==> src/rtl/drf_pkg.sv <==
// Package: shared digit constants and rounding-mode helpers for the
// shift-and-round corrector. Assumes BCD digits of 4 bits.
package drf_pkg;

    localparam int DW = 4;

    typedef enum logic [2:0] {
        RM_TRUNC     = 3'd0,
        RM_HALF_AWAY = 3'd1,
        RM_HALF_ZERO = 3'd2,
        RM_HALF_EVEN = 3'd3,
        RM_CEIL      = 3'd4,
        RM_FLOOR     = 3'd5,
        RM_AWAY      = 3'd6
    } rmode_e;

    // Widen one BCD digit for small decimal arithmetic.
    function automatic logic [13:0] dval(input logic [3:0] d);
        return {10'd0, d};
    endfunction

    // True when the mode rounds the magnitude upward for this sign.
    function automatic logic away_dir(input logic [2:0] m, input logic neg);
        return (m == RM_AWAY) || (m == RM_CEIL && !neg) || (m == RM_FLOOR && neg);
    endfunction

    // True for the three ties modes.
    function automatic logic is_ties(input logic [2:0] m);
        return (m == RM_HALF_AWAY) || (m == RM_HALF_ZERO) || (m == RM_HALF_EVEN);
    endfunction

    // Correction added at the shifted guard/round/sticky digits, as a value.
    function automatic logic [13:0] corr_val(input logic [2:0] m, input logic neg);
        if (is_ties(m))        return 14'd450;
        else if (away_dir(m, neg)) return 14'd900;
        else                   return 14'd0;
    endfunction

    // Injection assumed to have been added upstream at guard/round/sticky.
    function automatic logic [13:0] inj_val(input logic [2:0] m, input logic neg);
        if (m == RM_HALF_AWAY || m == RM_HALF_EVEN) return 14'd500;
        else if (m == RM_HALF_ZERO)                 return 14'd499;
        else if (away_dir(m, neg))                  return 14'd999;
        else                                        return 14'd0;
    endfunction

endpackage

==> src/rtl/drf_align.sv <==
// Module: picks the frame (shifted or not), forms the kept digits, adds the
// correction into the low digits and derives carry, exact-tie and inexact.
// Assumes sum_i already carries the upstream injection listed in inj_val.
module drf_align
    import drf_pkg::*;
#(
    parameter int P = 16
) (
    input  logic [3:0]          lead_i,
    input  logic [(P+3)*DW-1:0] sum_i,
    input  logic [2:0]          mode_i,
    input  logic                neg_i,
    output logic                shifted_o,
    output logic [P*DW-1:0]     keep_o,
    output logic                carry_o,
    output logic                tie_o,
    output logic                inexact_o
);

    localparam int SW = (P+3)*DW;

    logic [3:0]  d0, d1, d2, d3;
    logic [13:0] low_unsh, low_sh, low4_sh, corr, inj, tot;
    logic        rem_zero;

    // Split the low digits and choose the frame.
    always_comb begin
        d0        = sum_i[3:0];
        d1        = sum_i[7:4];
        d2        = sum_i[11:8];
        d3        = sum_i[15:12];
        shifted_o = (lead_i != 4'd0);
        keep_o    = shifted_o ? {lead_i, sum_i[SW-1:16]} : sum_i[SW-1:12];
    end

    // Correct the discarded digits and derive carry, tie and inexact.
    always_comb begin
        low_unsh  = dval(d2) * 14'd100 + dval(d1) * 14'd10 + dval(d0);
        low_sh    = dval(d3) * 14'd100 + dval(d2) * 14'd10 + dval(d1);
        low4_sh   = dval(d3) * 14'd1000 + low_unsh;
        corr      = shifted_o ? corr_val(mode_i, neg_i) : 14'd0;
        inj       = inj_val(mode_i, neg_i);
        tot       = (shifted_o ? low_sh : low_unsh) + corr;
        carry_o   = (tot >= 14'd1000);
        rem_zero  = (tot == 14'd0) || (tot == 14'd1000);
        inexact_o = shifted_o ? (low4_sh != inj) : (low_unsh != inj);
        tie_o     = (mode_i == RM_HALF_EVEN) && rem_zero && (!shifted_o || d0 == 4'd0);
    end

    // An exact tie always discards a nonzero half.
    always_comb begin
        p_tie_inexact_r7: assert (!tie_o || inexact_o);
    end

    // Without a shift no correction is added, so no carry can arise.
    always_comb begin
        p_no_carry_unshifted_r2: assert (shifted_o || !carry_o);
    end

endmodule

==> src/rtl/drf_incr.sv <==
// Module: adds the correction carry into the kept digits using a
// run-of-nines flag vector, applies the ties-to-even fix-up and performs the
// second one-digit shift on overflow. Assumes BCD kept digits.
module drf_incr
    import drf_pkg::*;
#(
    parameter int P = 16
) (
    input  logic [P*DW-1:0] keep_i,
    input  logic            inc_i,
    input  logic            even_i,
    output logic [P*DW-1:0] keep_o,
    output logic            wrap_o
);

    logic [P:0]      nine_run;
    logic [P*DW-1:0] bumped;

    assign nine_run[0] = 1'b1;

    for (genvar k = 0; k < P; k++) begin : g_dig
        logic [3:0] dk;
        assign dk            = keep_i[k*DW +: DW];
        assign nine_run[k+1] = nine_run[k] && (dk == 4'd9);
        // Digit k moves only when every lower kept digit is nine.
        assign bumped[k*DW +: DW] = (inc_i && nine_run[k]) ?
                                    ((dk == 4'd9) ? 4'd0 : dk + 4'd1) : dk;
    end

    // Overflow shift or even fix-up on the incremented digits.
    always_comb begin
        wrap_o = inc_i && nine_run[P];
        keep_o = bumped;
        if (wrap_o)
            keep_o = {4'd1, {(P-1)*DW{1'b0}}};
        else if (even_i)
            keep_o[0] = 1'b0;
    end

    // Overflow only from an all-nines significand.
    always_comb begin
        p_wrap_allnine_r6: assert (!wrap_o || keep_i == {P{4'd9}});
    end

endmodule

==> src/rtl/dec_round_fixup.sv <==
// Module: top of the shift-and-round corrector. Registers the rounded
// significand, final exponent and inexact flag one cycle after in_valid.
// Assumes a BCD sum with the mode's injection already added (see drf_pkg).
module dec_round_fixup
    import drf_pkg::*;
#(
    parameter int P  = 16,
    parameter int EW = 10
) (
    input  logic                clk,
    input  logic                rst_n,
    input  logic                in_valid,
    input  logic [3:0]          lead_i,
    input  logic [(P+3)*DW-1:0] sum_i,
    input  logic [2:0]          mode_i,
    input  logic                neg_i,
    input  logic [EW-1:0]       exp_i,
    output logic                out_valid,
    output logic [P*DW-1:0]     sig_o,
    output logic [EW-1:0]       exp_o,
    output logic                inexact_o
);

    logic            shifted, carry, tie, inexact, wrap;
    logic [P*DW-1:0] keep, keep_fin;
    logic [EW-1:0]   exp_nx;

    drf_align #(.P(P)) u_align (
        .lead_i   (lead_i),
        .sum_i    (sum_i),
        .mode_i   (mode_i),
        .neg_i    (neg_i),
        .shifted_o(shifted),
        .keep_o   (keep),
        .carry_o  (carry),
        .tie_o    (tie),
        .inexact_o(inexact)
    );

    drf_incr #(.P(P)) u_incr (
        .keep_i(keep),
        .inc_i (carry),
        .even_i(tie),
        .keep_o(keep_fin),
        .wrap_o(wrap)
    );

    // Exponent grows by one per digit shifted out.
    assign exp_nx = exp_i + EW'(shifted) + EW'(wrap);

    // Output register, loaded on each accepted input.
    always_ff @(posedge clk) begin
        if (!rst_n) begin
            out_valid <= 1'b0;
            sig_o     <= '0;
            exp_o     <= '0;
            inexact_o <= 1'b0;
        end else begin
            out_valid <= in_valid;
            if (in_valid) begin
                sig_o     <= keep_fin;
                exp_o     <= exp_nx;
                inexact_o <= inexact;
            end
        end
    end

    p_valid_follow_r1: assert property (@(posedge clk) disable iff (!rst_n)
        in_valid |=> out_valid);

    p_valid_idle_r1: assert property (@(posedge clk) disable iff (!rst_n)
        !in_valid |=> !out_valid);

    p_exp_hold_r2: assert property (@(posedge clk) disable iff (!rst_n)
        (in_valid && lead_i == 4'd0) |=> (exp_o == $past(exp_i)));

    p_exp_step_r3: assert property (@(posedge clk) disable iff (!rst_n)
        (in_valid && lead_i != 4'd0) |=>
            (exp_o == EW'($past(exp_i) + EW'(1)) || exp_o == EW'($past(exp_i) + EW'(2))));

    for (genvar k = 0; k < P; k++) begin : g_bcd_chk
        p_bcd_digit_r9: assert property (@(posedge clk) disable iff (!rst_n)
            out_valid |-> (sig_o[k*DW +: DW] <= 4'd9));
    end

endmodule

==> config.mk <==
export PLATFORM = sky130hd
export DESIGN_NAME = dec_round_fixup
export DESIGN_NICKNAME = d
export VERILOG_FILES = /design/src/rtl/drf_pkg.sv /design/src/rtl/drf_align.sv /design/src/rtl/drf_incr.sv /design/src/rtl/dec_round_fixup.sv
export SDC_FILE = /design/constraint.sdc
export NUM_CORES = 1
export LEC_CHECK = 0
export BUFFER_PORTS_ARGS = -buffer_cell sky130_fd_sc_hd__buf_2
export CAP_MARGIN = 0
export CORE_UTILIZATION = 35
export DETAILED_ROUTE_END_ITERATION = 8
export PLACE_DENSITY = 0.6
export SKIP_LAST_GASP = 1
export SLEW_MARGIN = 20
export SYNTH_ARGS = -nofsm -noshare
export SYNTH_HDL_FRONTEND = slang
export SYNTH_SLANG_ARGS = --single-unit
==> constraint.sdc <==
create_clock -name clk -period 8.98 [get_ports clk]
set_input_delay 0.898 -clock clk [delete_from_list [all_inputs] [get_ports clk]]
set_output_delay 0.898 -clock clk [all_outputs]
set_load 0.005 [all_outputs]
# Word level (Yosys, flattened, before mapping)
# Index checks and enable logic that the tools add are counted.
[totals]
register_bits = 76
latch_bits = 0
ramBits = 0
rom_bits = 0
in_bits = 97
output_inout_bits = 76
memories = 0
[classes]
addsub = 24
mul = 5
n_div = 0
n_lt_le_gt_ge = 1
eq_ne = 25
shifts = 0
n_mux = 44
bitwise_logic = 0
reduce_logical = 47
[op_table]
columns = ["op", "n"]
rows = [
  ["4-bit two-way mux", 32],
  ["14-bit two-way mux", 5],
  ["4-bit by 1-bit adder with 4-bit output (second input constant)", 16],
  ["4-bit equality test (second input constant)", 16],
  ["64-bit two-way mux", 1],
  ["63-bit two-way mux", 1],
  ["1-bit logical AND", 35],
  ["14-bit adder", 2],
  ["14-bit by 4-bit adder with 14-bit output", 2],
  ["14-bit inequality test", 2],
  ["11-bit by 8-bit adder with 12-bit output", 2],
  ["10-bit by 1-bit adder with 10-bit output", 2],
  ["10-bit two-way mux", 2],
  ["4-bit by 5-bit multiplier with 9-bit output (second input constant)", 2],
  ["14-bit by 10-bit equality test with 1-bit output (second input constant)", 1],
  ["14-bit by 10-bit >= comparator with 1-bit output (second input constant)", 1],
  ["14-bit zero test", 1],
  ["4-bit by 3-bit multiplier with 7-bit output (second input constant)", 2],
  ["4-bit by 7-bit multiplier with 11-bit output (second input constant)", 1],
  ["3-bit equality test (second input constant)", 3],
  ["1-bit logical OR", 7],
  ["3-bit by 2-bit equality test with 1-bit output (second input constant)", 2],
  ["4-bit zero test", 1],
  ["4-bit nonzero test", 1],
  ["other kinds (3)", 6],
]

# Longest topological paths before layout
# Gate-level depths: netlist (run 1).
[depth]
ltp_word = 20
ltp_mapped = 33
depth_no_buf = 32

# Hierarchy
# Synthesis (run 1) repeated with hierarchy kept, for this count alone.
[unflattened]
cells_unflattened = 1124
area_unflattened_um2 = 8515.7
[by_module_without_submodules]
columns = ["module", "instances", "cells_each", "area_each_um2", "seq_area_each_um2"]
rows = [
  ["drf_align", 1, 587, 3931.3, 0.0],
  ["dec_round_fixup", 1, 273, 2806.4, 1521.5],
  ["drf_incr", 1, 264, 1778.0, 0.0],
]

# Least setup slack after synthesis (run 1)
# Ideal clock, no wire load.
[synth_path]
path_type = "input port to flip-flop"
startpoint = "input port lead_i[0]"
endpoint = "register exp_o[9]"
t_arrival_ns = 7.440
t_required_ns = 8.864
slack_ns = 1.423
stages = 29
n_path_buf = 7
cell_sequence = "nor4_4 -> clkbuf_1 -> clkbuf_1 -> clkbuf_1 -> clkbuf_1 -> clkbuf_1 -> clkbuf_1 -> nand2_1 -> o21ai_0 -> ha_1 -> inv_1 -> fa_1 -> nor2_1 -> a41oi_1 -> xnor2_1 -> or4_4 -> o211a_4 -> or4_1 -> buf_2 -> nand2b_4 -> nor3_1 -> fa_1 -> nand3_1 -> nor2_1 -> and3_1 -> nand3_1 -> xor2_1 -> nand2_1 -> o211a_1"
[synth_via]
elab_chain_len = 20
[synth_rtl]
columns = ["element", "line", "text"]
rows = [
  ["from (decl)", "dec_round_fixup.sv:13", "input logic [3:0] lead_i,"],
  ["branches (longest 19 deep; another with 14-bit adder)", "-", ""],
  ["10-bit by 1-bit adder with 10-bit output (*)", "dec_round_fixup.sv:49", "assign exp_nx = exp_i + EW'(shifted) + EW'(wrap);"],
  ["to (signal assigned)", "dec_round_fixup.sv:62", "exp_o <= exp_nx;"],
  ["to (decl)", "dec_round_fixup.sv:20", "output logic [EW-1:0] exp_o,"],
]
# Every way passes the cells marked *.
# A chain may end at the register's enable or synchronous reset.

# Final worst setup path (run 1)
[layout_path]
startpoint = "input port sum_i[7]"
endpoint = "register exp_o[9]"
[layout_via]
elab_chain_len = 8
[layout_rtl]
columns = ["element", "line", "text"]
rows = [
  ["from (decl)", "dec_round_fixup.sv:14", "input logic [(P+3)*DW-1:0] sum_i,"],
  ["4-bit by 3-bit multiplier with 7-bit output", "drf_align.sv:38", "low_unsh = dval(d2) * 14'd100 + dval(d1) * 14'd10 + dval(d0);"],
  ["11-bit by 8-bit adder with 12-bit output", "drf_align.sv:38", ""],
  ["14-bit by 4-bit adder with 14-bit output", "drf_align.sv:38", ""],
  ["14-bit two-way mux (*)", "drf_align.sv:43", "tot = (shifted_o ? low_sh : low_unsh) + corr;"],
  ["14-bit adder (*)", "drf_align.sv:43", ""],
  ["14-bit by 10-bit >= comparator with 1-bit output (*)", "drf_align.sv:44", "carry_o = (tot >= 14'd1000);"],
  ["1-bit logical AND (*)", "drf_incr.sv:32", "wrap_o = inc_i && nine_run[P];"],
  ["10-bit by 1-bit adder with 10-bit output (*)", "dec_round_fixup.sv:49", ""],
]
# Mark *: on every way between the ends. The rest lies on a longest branch, timed or not.

==> results of run 1 <==
-- metal layers --
metal  vias to the layer above  part of all wire  GRT usage
met5                         -                 0          0
met4                         0             0.018     0.0527
met3                        31             0.053     0.0351
met2                       231              0.45      0.333
met1                      3920              0.48      0.265
li1                       4334                 -          -
-- area by class of cell --
class,instances,area [µm²],area share
Multi-Input combinational cell,930,6610,0.661
Sequential cell,76,1520,0.152
Timing Repair Buffer,181,928,0.0928
Tap cell,319,399,0.0399
Inverter,65,246,0.0246
Clock buffer,10,229,0.0229
Clock inverter,5,61.3,0.00613
Antenna cell,1,2.50,0.000250
-- worst paths after layout --
| path | startpoint | to | slack [ps] | depth (start not counted) |
|---|---|---|---|---|
| worst max-delay path | sum_i[7] | exp_o[9]$_SDFFE_PN0P_ | 890 | 32 |
| worst min-delay path | sig_o[37]$_SDFFE_PN0P_ | sig_o[37]$_SDFFE_PN0P_ | 450 | 2 |
| worst max register to register | sig_o[52]$_SDFFE_PN0P_ | sig_o[52]$_SDFFE_PN0P_ | 8210 | 3 |
| worst min register to register | sig_o[37]$_SDFFE_PN0P_ | sig_o[37]$_SDFFE_PN0P_ | 450 | 2 |
-- power by group through the flow --
stage	Sequential [mW]	Combinational [mW]	Clock (mW)
2_1_floorplan	0.382	0.648	0
3_3_place_gp	0.381	0.870	0
3_5_place_dp	0.382	0.879	0
4_1_cts	0.374	0.886	0.375
5_1_grt	0.377	0.998	0.391
6_report	0.374	0.886	0.364
-- registers in the layout, summed over array words and instances, names as in the netlist --
signal / cells
exp_o: 10
sig_o: 64
out_valid: 1
inexact_o: 1
-- metrics by stage --
step / instance area, µm² / power, mW / utilization / hold WS, ps
floorplan: 8550 / 1.03 / - / 449
global placement: 9710 / 1.25 / 0.410 / 433
detailed placement: 9710 / 1.26 / 0.410 / 439
CTS: 10000 / 1.64 / 0.422 / 453
global route: 10000 / 1.77 / 0.422 / 473
finish: 10000 / 1.62 / 0.422 / 448
-- worst max-delay path, delay by kind of cell --
family | cells | cell delay (ps)
simple gates | 13 | 3320
fa+ha+maj | 6 | 1730
buf+inv | 4 | 290
xor+xnor | 3 | 540
compound gates | 6 | 1530
-- layout by cell type, fill, tap and decap left out, drive strengths merged, types with 6 or more instances in the layout --
| cell type | n |
|---|---|
| a21o | 12 |
| o21a | 7 |
| o31ai | 11 |
| a21boi | 6 |
| fa | 18 |
| nor4 | 8 |
| xnor2 | 52 |
| o211a | 12 |
| o211ai | 6 |
| nor2 | 63 |
| nor3 | 25 |
| dfxtp | 76 |
| xor2 | 24 |
| mux2i | 52 |
| clkbuf | 10 |
| a41oi | 7 |
| a31oi | 14 |
| nor2b | 28 |
| inv | 66 |
| or3 | 14 |
| ha | 73 |
| and2 | 11 |
| a32o | 10 |
| a211oi | 12 |
| nand3 | 44 |
| o21ai | 72 |
| a22o | 22 |
| or4 | 7 |
| nand2b | 16 |
| and3 | 12 |
| nand2 | 153 |
| buf | 181 |
| a21oi | 64 |
| nand4 | 7 |
-- cell families after synthesis --
logic type | count (synthesis) | share of synthesized area
buffers and inverters | 106 | 0.0492
AOI/OAI and AO/OA | 291 | 0.233
other | 1 | 0.000439
adders and majority gates | 91 | 0.149
muxes | 56 | 0.0676
xor gates and xnor gates | 78 | 0.0842
DFF | 76 | 0.178
and+or+nand+nor | 413 | 0.238
==> out/summary.txt, run 1 <==
status = finished, final reports clean
warnings from Yosys = 0
cell mode on critical path = ha_1
largest net degree at the start of global routing = 59
GPL Wtd Cong = 0.868
ratio of cells with drive above 1 in the final layout = 0.175
Worst Setup Slack, final = 887 ps
Pins Over Slew Limit = 0
Hold Crit Class = reg -> reg
CP startpoint kind = input pin
synth top area cells = dfxtp_1 (18%), ha_1 (11%), nand2_1 (6.7%), mux2i_1 (6.0%), xnor2_1 (5.3%)
worst vdd ir = 0.0000799 V
Synth Instances = 1,112
grt ovf = 0
Worst-Skew Late Latency = 330 ps
Vias/cell = 5.37
Final ANT Viol Nets = 0
post-CTS setup buffer count = 0
full die area = 25,000 µm²
core area = 23,700 µm²
post-CTS sizing = 0
largest area contributor in the netlist = dfxtp_1
Yosys top cell area share = 0.178
Final Non-Filler Cells = 1,587
cts bufs inserted = 9
Fillers = 2,562
most frequent cell after synthesis = nand2_1
Area Overhead vs Synth = 17.0%
number of antenna violations at the first check in global routing = 0
maximum clock frequency = 124 MHz
Setup crit end kind = flop
starting density of the core = 0.361
clk slew on worst S/H paths = 60 ps
CTS tree = done
die height = 158 µm
FF+latch count, synth = 76
Sw Ratio = 0.417
Worst Max-Slew Pin Slew = 898 ps
post-placement cell count = 1,571
Top FF cell, synth = dfxtp_1
slowest CP cell = or4_1
max_slew headroom = 0.393
Seq pwr share = 0.230
setup_tns = 0 ps
DRC = 0
number of global-route vias before repair = 8,108
Internal = 0.946 mW
Ports = 173
Post-Route WL = 25,000 µm
Tcrit/Tclk final = 0.901
clock sinks = 76
Syn Nets = 1,300
count of hold-fix buffers inserted at cts = 0
P_leak = 4.72 nW
RSZ-0062 raised after global routing = false
Post-synth ARST share = 0
Root Driver = clkbuf_16
Setup Skew = 0 ps
clock network power share = 0.224
crit path max fanout = 9
Largest stage delay, worst path = 680 ps
synthesized area = 8550 µm²
number of library cell types mapped by synthesis = 82
Worst EP required = 9210 ps
max-cap violation count = 0
I/O Buffers = 172
Synth top cells by count = nand2_1 (153), dfxtp_1 (76), ha_1 (73)
DRT iter0 DRCs = 415
CP Class = in -> reg
WL/cell = 15.8 µm
CTS H-tree lvls = 3
Nets = 1,451
Comb pwr share = 0.546
Power Dens Cells = 162 nW/µm²
minimum clock period = 8090 ps
worst-case clock buffer depth = 2
pre-CTS WS = 561 ps
total global-route track usage = 0.200
Fin. Hold Viols = 0
sequential-to-total area share from yosys stat = 0.178
Die X-Extent = 158 µm
first-pass GRT wire length = 40,000 µm
router iterations before antenna repair = 5
crit path DAT = 8330 ps
detailed-route via count = 8,516
number of synthesized flops with an enable pin = 0
syn avg cell area = 7.69 µm²
HPWL after DPL = 19,900 µm
sw power = 0.678 mW
num rows = 56
final setup fails = 0
No activity file was read; power rests on OpenSTA's default activity.
==> run 2: changes to the inputs <==
CORE_UTILIZATION = 57   (was 35)
PLACE_DENSITY = 0.8   (was 0.6)
==> out/summary.txt, run 2 (same netlist as run 1, synthesis figures left out) <==
core area = 14,600 µm² (was 23,700 µm²)
number of antenna violations at the first check in global routing = 0 (unchanged)
Vias/cell = 6.07 (was 5.37)
Area Overhead vs Synth = 14.9% (was 17.0%)
WHS = 448 ps (about the same)
final setup fails = 0 (unchanged)
cts bufs inserted = 9 (unchanged)
Setup crit end kind = flop (unchanged)
Worst Max-Slew Pin Slew = 898 ps (about the same)
full die area = 15,500 µm² (was 25,000 µm²)
DRC = 0 (unchanged)
starting density of the core = 0.586 (was 0.361)
number of global-route vias before repair = 8,050 (was 8,108)
count of hold-fix buffers inserted at cts = 0 (unchanged)
CP startpoint kind = input pin (unchanged)
RSZ-0062 raised after global routing = false (unchanged)
Post-Route WL = 23,500 µm (was 25,000 µm)
num rows = 44 (was 56)
DRT iter0 DRCs = 882 (was 415)
slowest CP cell = or4_1 (unchanged)
CP Class = in -> reg (unchanged)
grt ovf = 0 (unchanged)
setup_tns = 0 ps (unchanged)
minimum clock period = 8250 ps (was 8090 ps)
top flop regs = sig_o (64), exp_o (10) (unchanged)
WP buf/inv = 4 (unchanged)
Largest register FFs = 64 (unchanged)
Worst-Skew Late Latency = 350 ps (was 330 ps)
most frequent cells in the layout = buf_2 (172), nand2_1 (153), dfxtp_1 (76) (unchanged)
most common cell after layout, fill and taps aside = buf_2 (unchanged)
CTS H-tree lvls = 3 (unchanged)
crit path DAT = 8490 ps (was 8330 ps)
total global-route track usage = 0.303 (was 0.200)
Hold Crit Class = reg -> reg (unchanged)
first-pass GRT wire length = 38,900 µm (was 40,000 µm)
Pins Over Slew Limit = 0 (unchanged)
largest net degree at the start of global routing = 74 (was 59)
cell mode on critical path = ha_1 (unchanged)
CTS tree = done (unchanged)
register area = 1520 µm² (unchanged)
clock sinks = 76 (unchanged)
detailed-route via count = 8,808 (was 8,516)
max_slew headroom = 0.394 (was 0.393)
Fin. Hold Viols = 0 (unchanged)
Largest stage delay, worst path = 700 ps (was 680 ps)
multi-input logic area = 6610 µm² (unchanged)
Pwr Total = 1.62 mW (about the same)
Tcrit/Tclk final = 0.919 (was 0.901)
Final ANT Viol Nets = 0 (unchanged)
clk slew on worst S/H paths = 60 ps (about the same)
ANT cells = 0 (was 1)
Setup Skew = 0 ps (unchanged)
post-CTS setup buffer count = 0 (unchanged)
router iterations before antenna repair = 5 (unchanged)
status = finished, final reports clean (unchanged)
post-CTS sizing = 0 (unchanged)
Worst EP required = 9220 ps (was 9210 ps)
Reg with most FFs = sig_o (unchanged)
Top delay family on crit path = simple AND/OR/NAND/NOR gates (unchanged)
Power Dens Cells = 165 nW/µm² (was 162 nW/µm²)
die height = 124 µm (was 158 µm)
worst-case clock buffer depth = 2 (unchanged)
Root Driver = clkbuf_16 (unchanged)
Nets = 1,449 (was 1,451)
ratio of cells with drive above 1 in the final layout = 0.175 (about the same)
WL/cell = 16.2 µm (was 15.8 µm)
crit path max fanout = 26 (was 9)
worst vdd ir = 0.000134 V (was 0.0000799 V)
Fillers = 1,281 (was 2,562)
P_leak = 4.70 nW (was 4.72 nW)
Die X-Extent = 124 µm (was 158 µm)
maximum clock frequency = 121 MHz (was 124 MHz)
GPL Wtd Cong = 0.954 (was 0.868)
Ports = 173 (unchanged)
I/O Buffers = 172 (unchanged)
HPWL after DPL = 18,200 µm (was 19,900 µm)
max-cap violation count = 0 (unchanged)
-- run 2: report_power, final --
group	switching (mW)	internal (mW)	total (mW)
registers	0.0129	0.361	0.374
logic	0.513	0.368	0.882
clock network	0.154	0.214	0.367
-- run 2: area by class of cell --
| type | count | share of cell area |
|---|---|---|
| clock inverter | 7 | 0.00688 |
| timing repair buffer | 179 | 0.0930 |
| clock buffer | 9 | 0.0229 |
| tap | 184 | 0.0235 |
| inverter | 65 | 0.0251 |
| sequential | 76 | 0.155 |
| multi-input combinational | 930 | 0.674 |
-- run 2: path summary, 6_finish.rpt --
| path | startpoint | end | slack, ps | cells past startpoint |
|---|---|---|---|---|
| min reg2reg | sig_o[35]$_SDFFE_PN0P_ | sig_o[35]$_SDFFE_PN0P_ | 450 | 2 |
| max | sum_i[7] | exp_o[9]$_SDFFE_PN0P_ | 730 | 32 |
| max reg2reg | sig_o[52]$_SDFFE_PN0P_ | sig_o[52]$_SDFFE_PN0P_ | 8200 | 3 |
| min | sig_o[35]$_SDFFE_PN0P_ | sig_o[35]$_SDFFE_PN0P_ | 450 | 2 |
-- run 2: metal layers --
layer  track usage  wire length, µm  up-vias
met1         0.409            10600     4091
met4         0.103              462        0
met2         0.480            10600      351
li1              -                -     4328
met5             0                0        -
met3        0.0614             1750       38
-- run 2: worst register-to-register path: stages, from the launching register on --
cell	delay [ps]
dfxtp_1	330
nor2b_1	130
a31oi_1	160
nor2b_1	60
-- run 2: through the flow --
stage	std cells	setup WS, ps	util	instance area (µm²)
final	1450	731	0.673	9820
after global routing	1450	218	0.673	9820
after CTS	1450	804	0.673	9820
after detailed placement	1434	426	0.653	9520
after global placement	1434	737	0.653	9520
after floorplan	1112	1420	-	8550
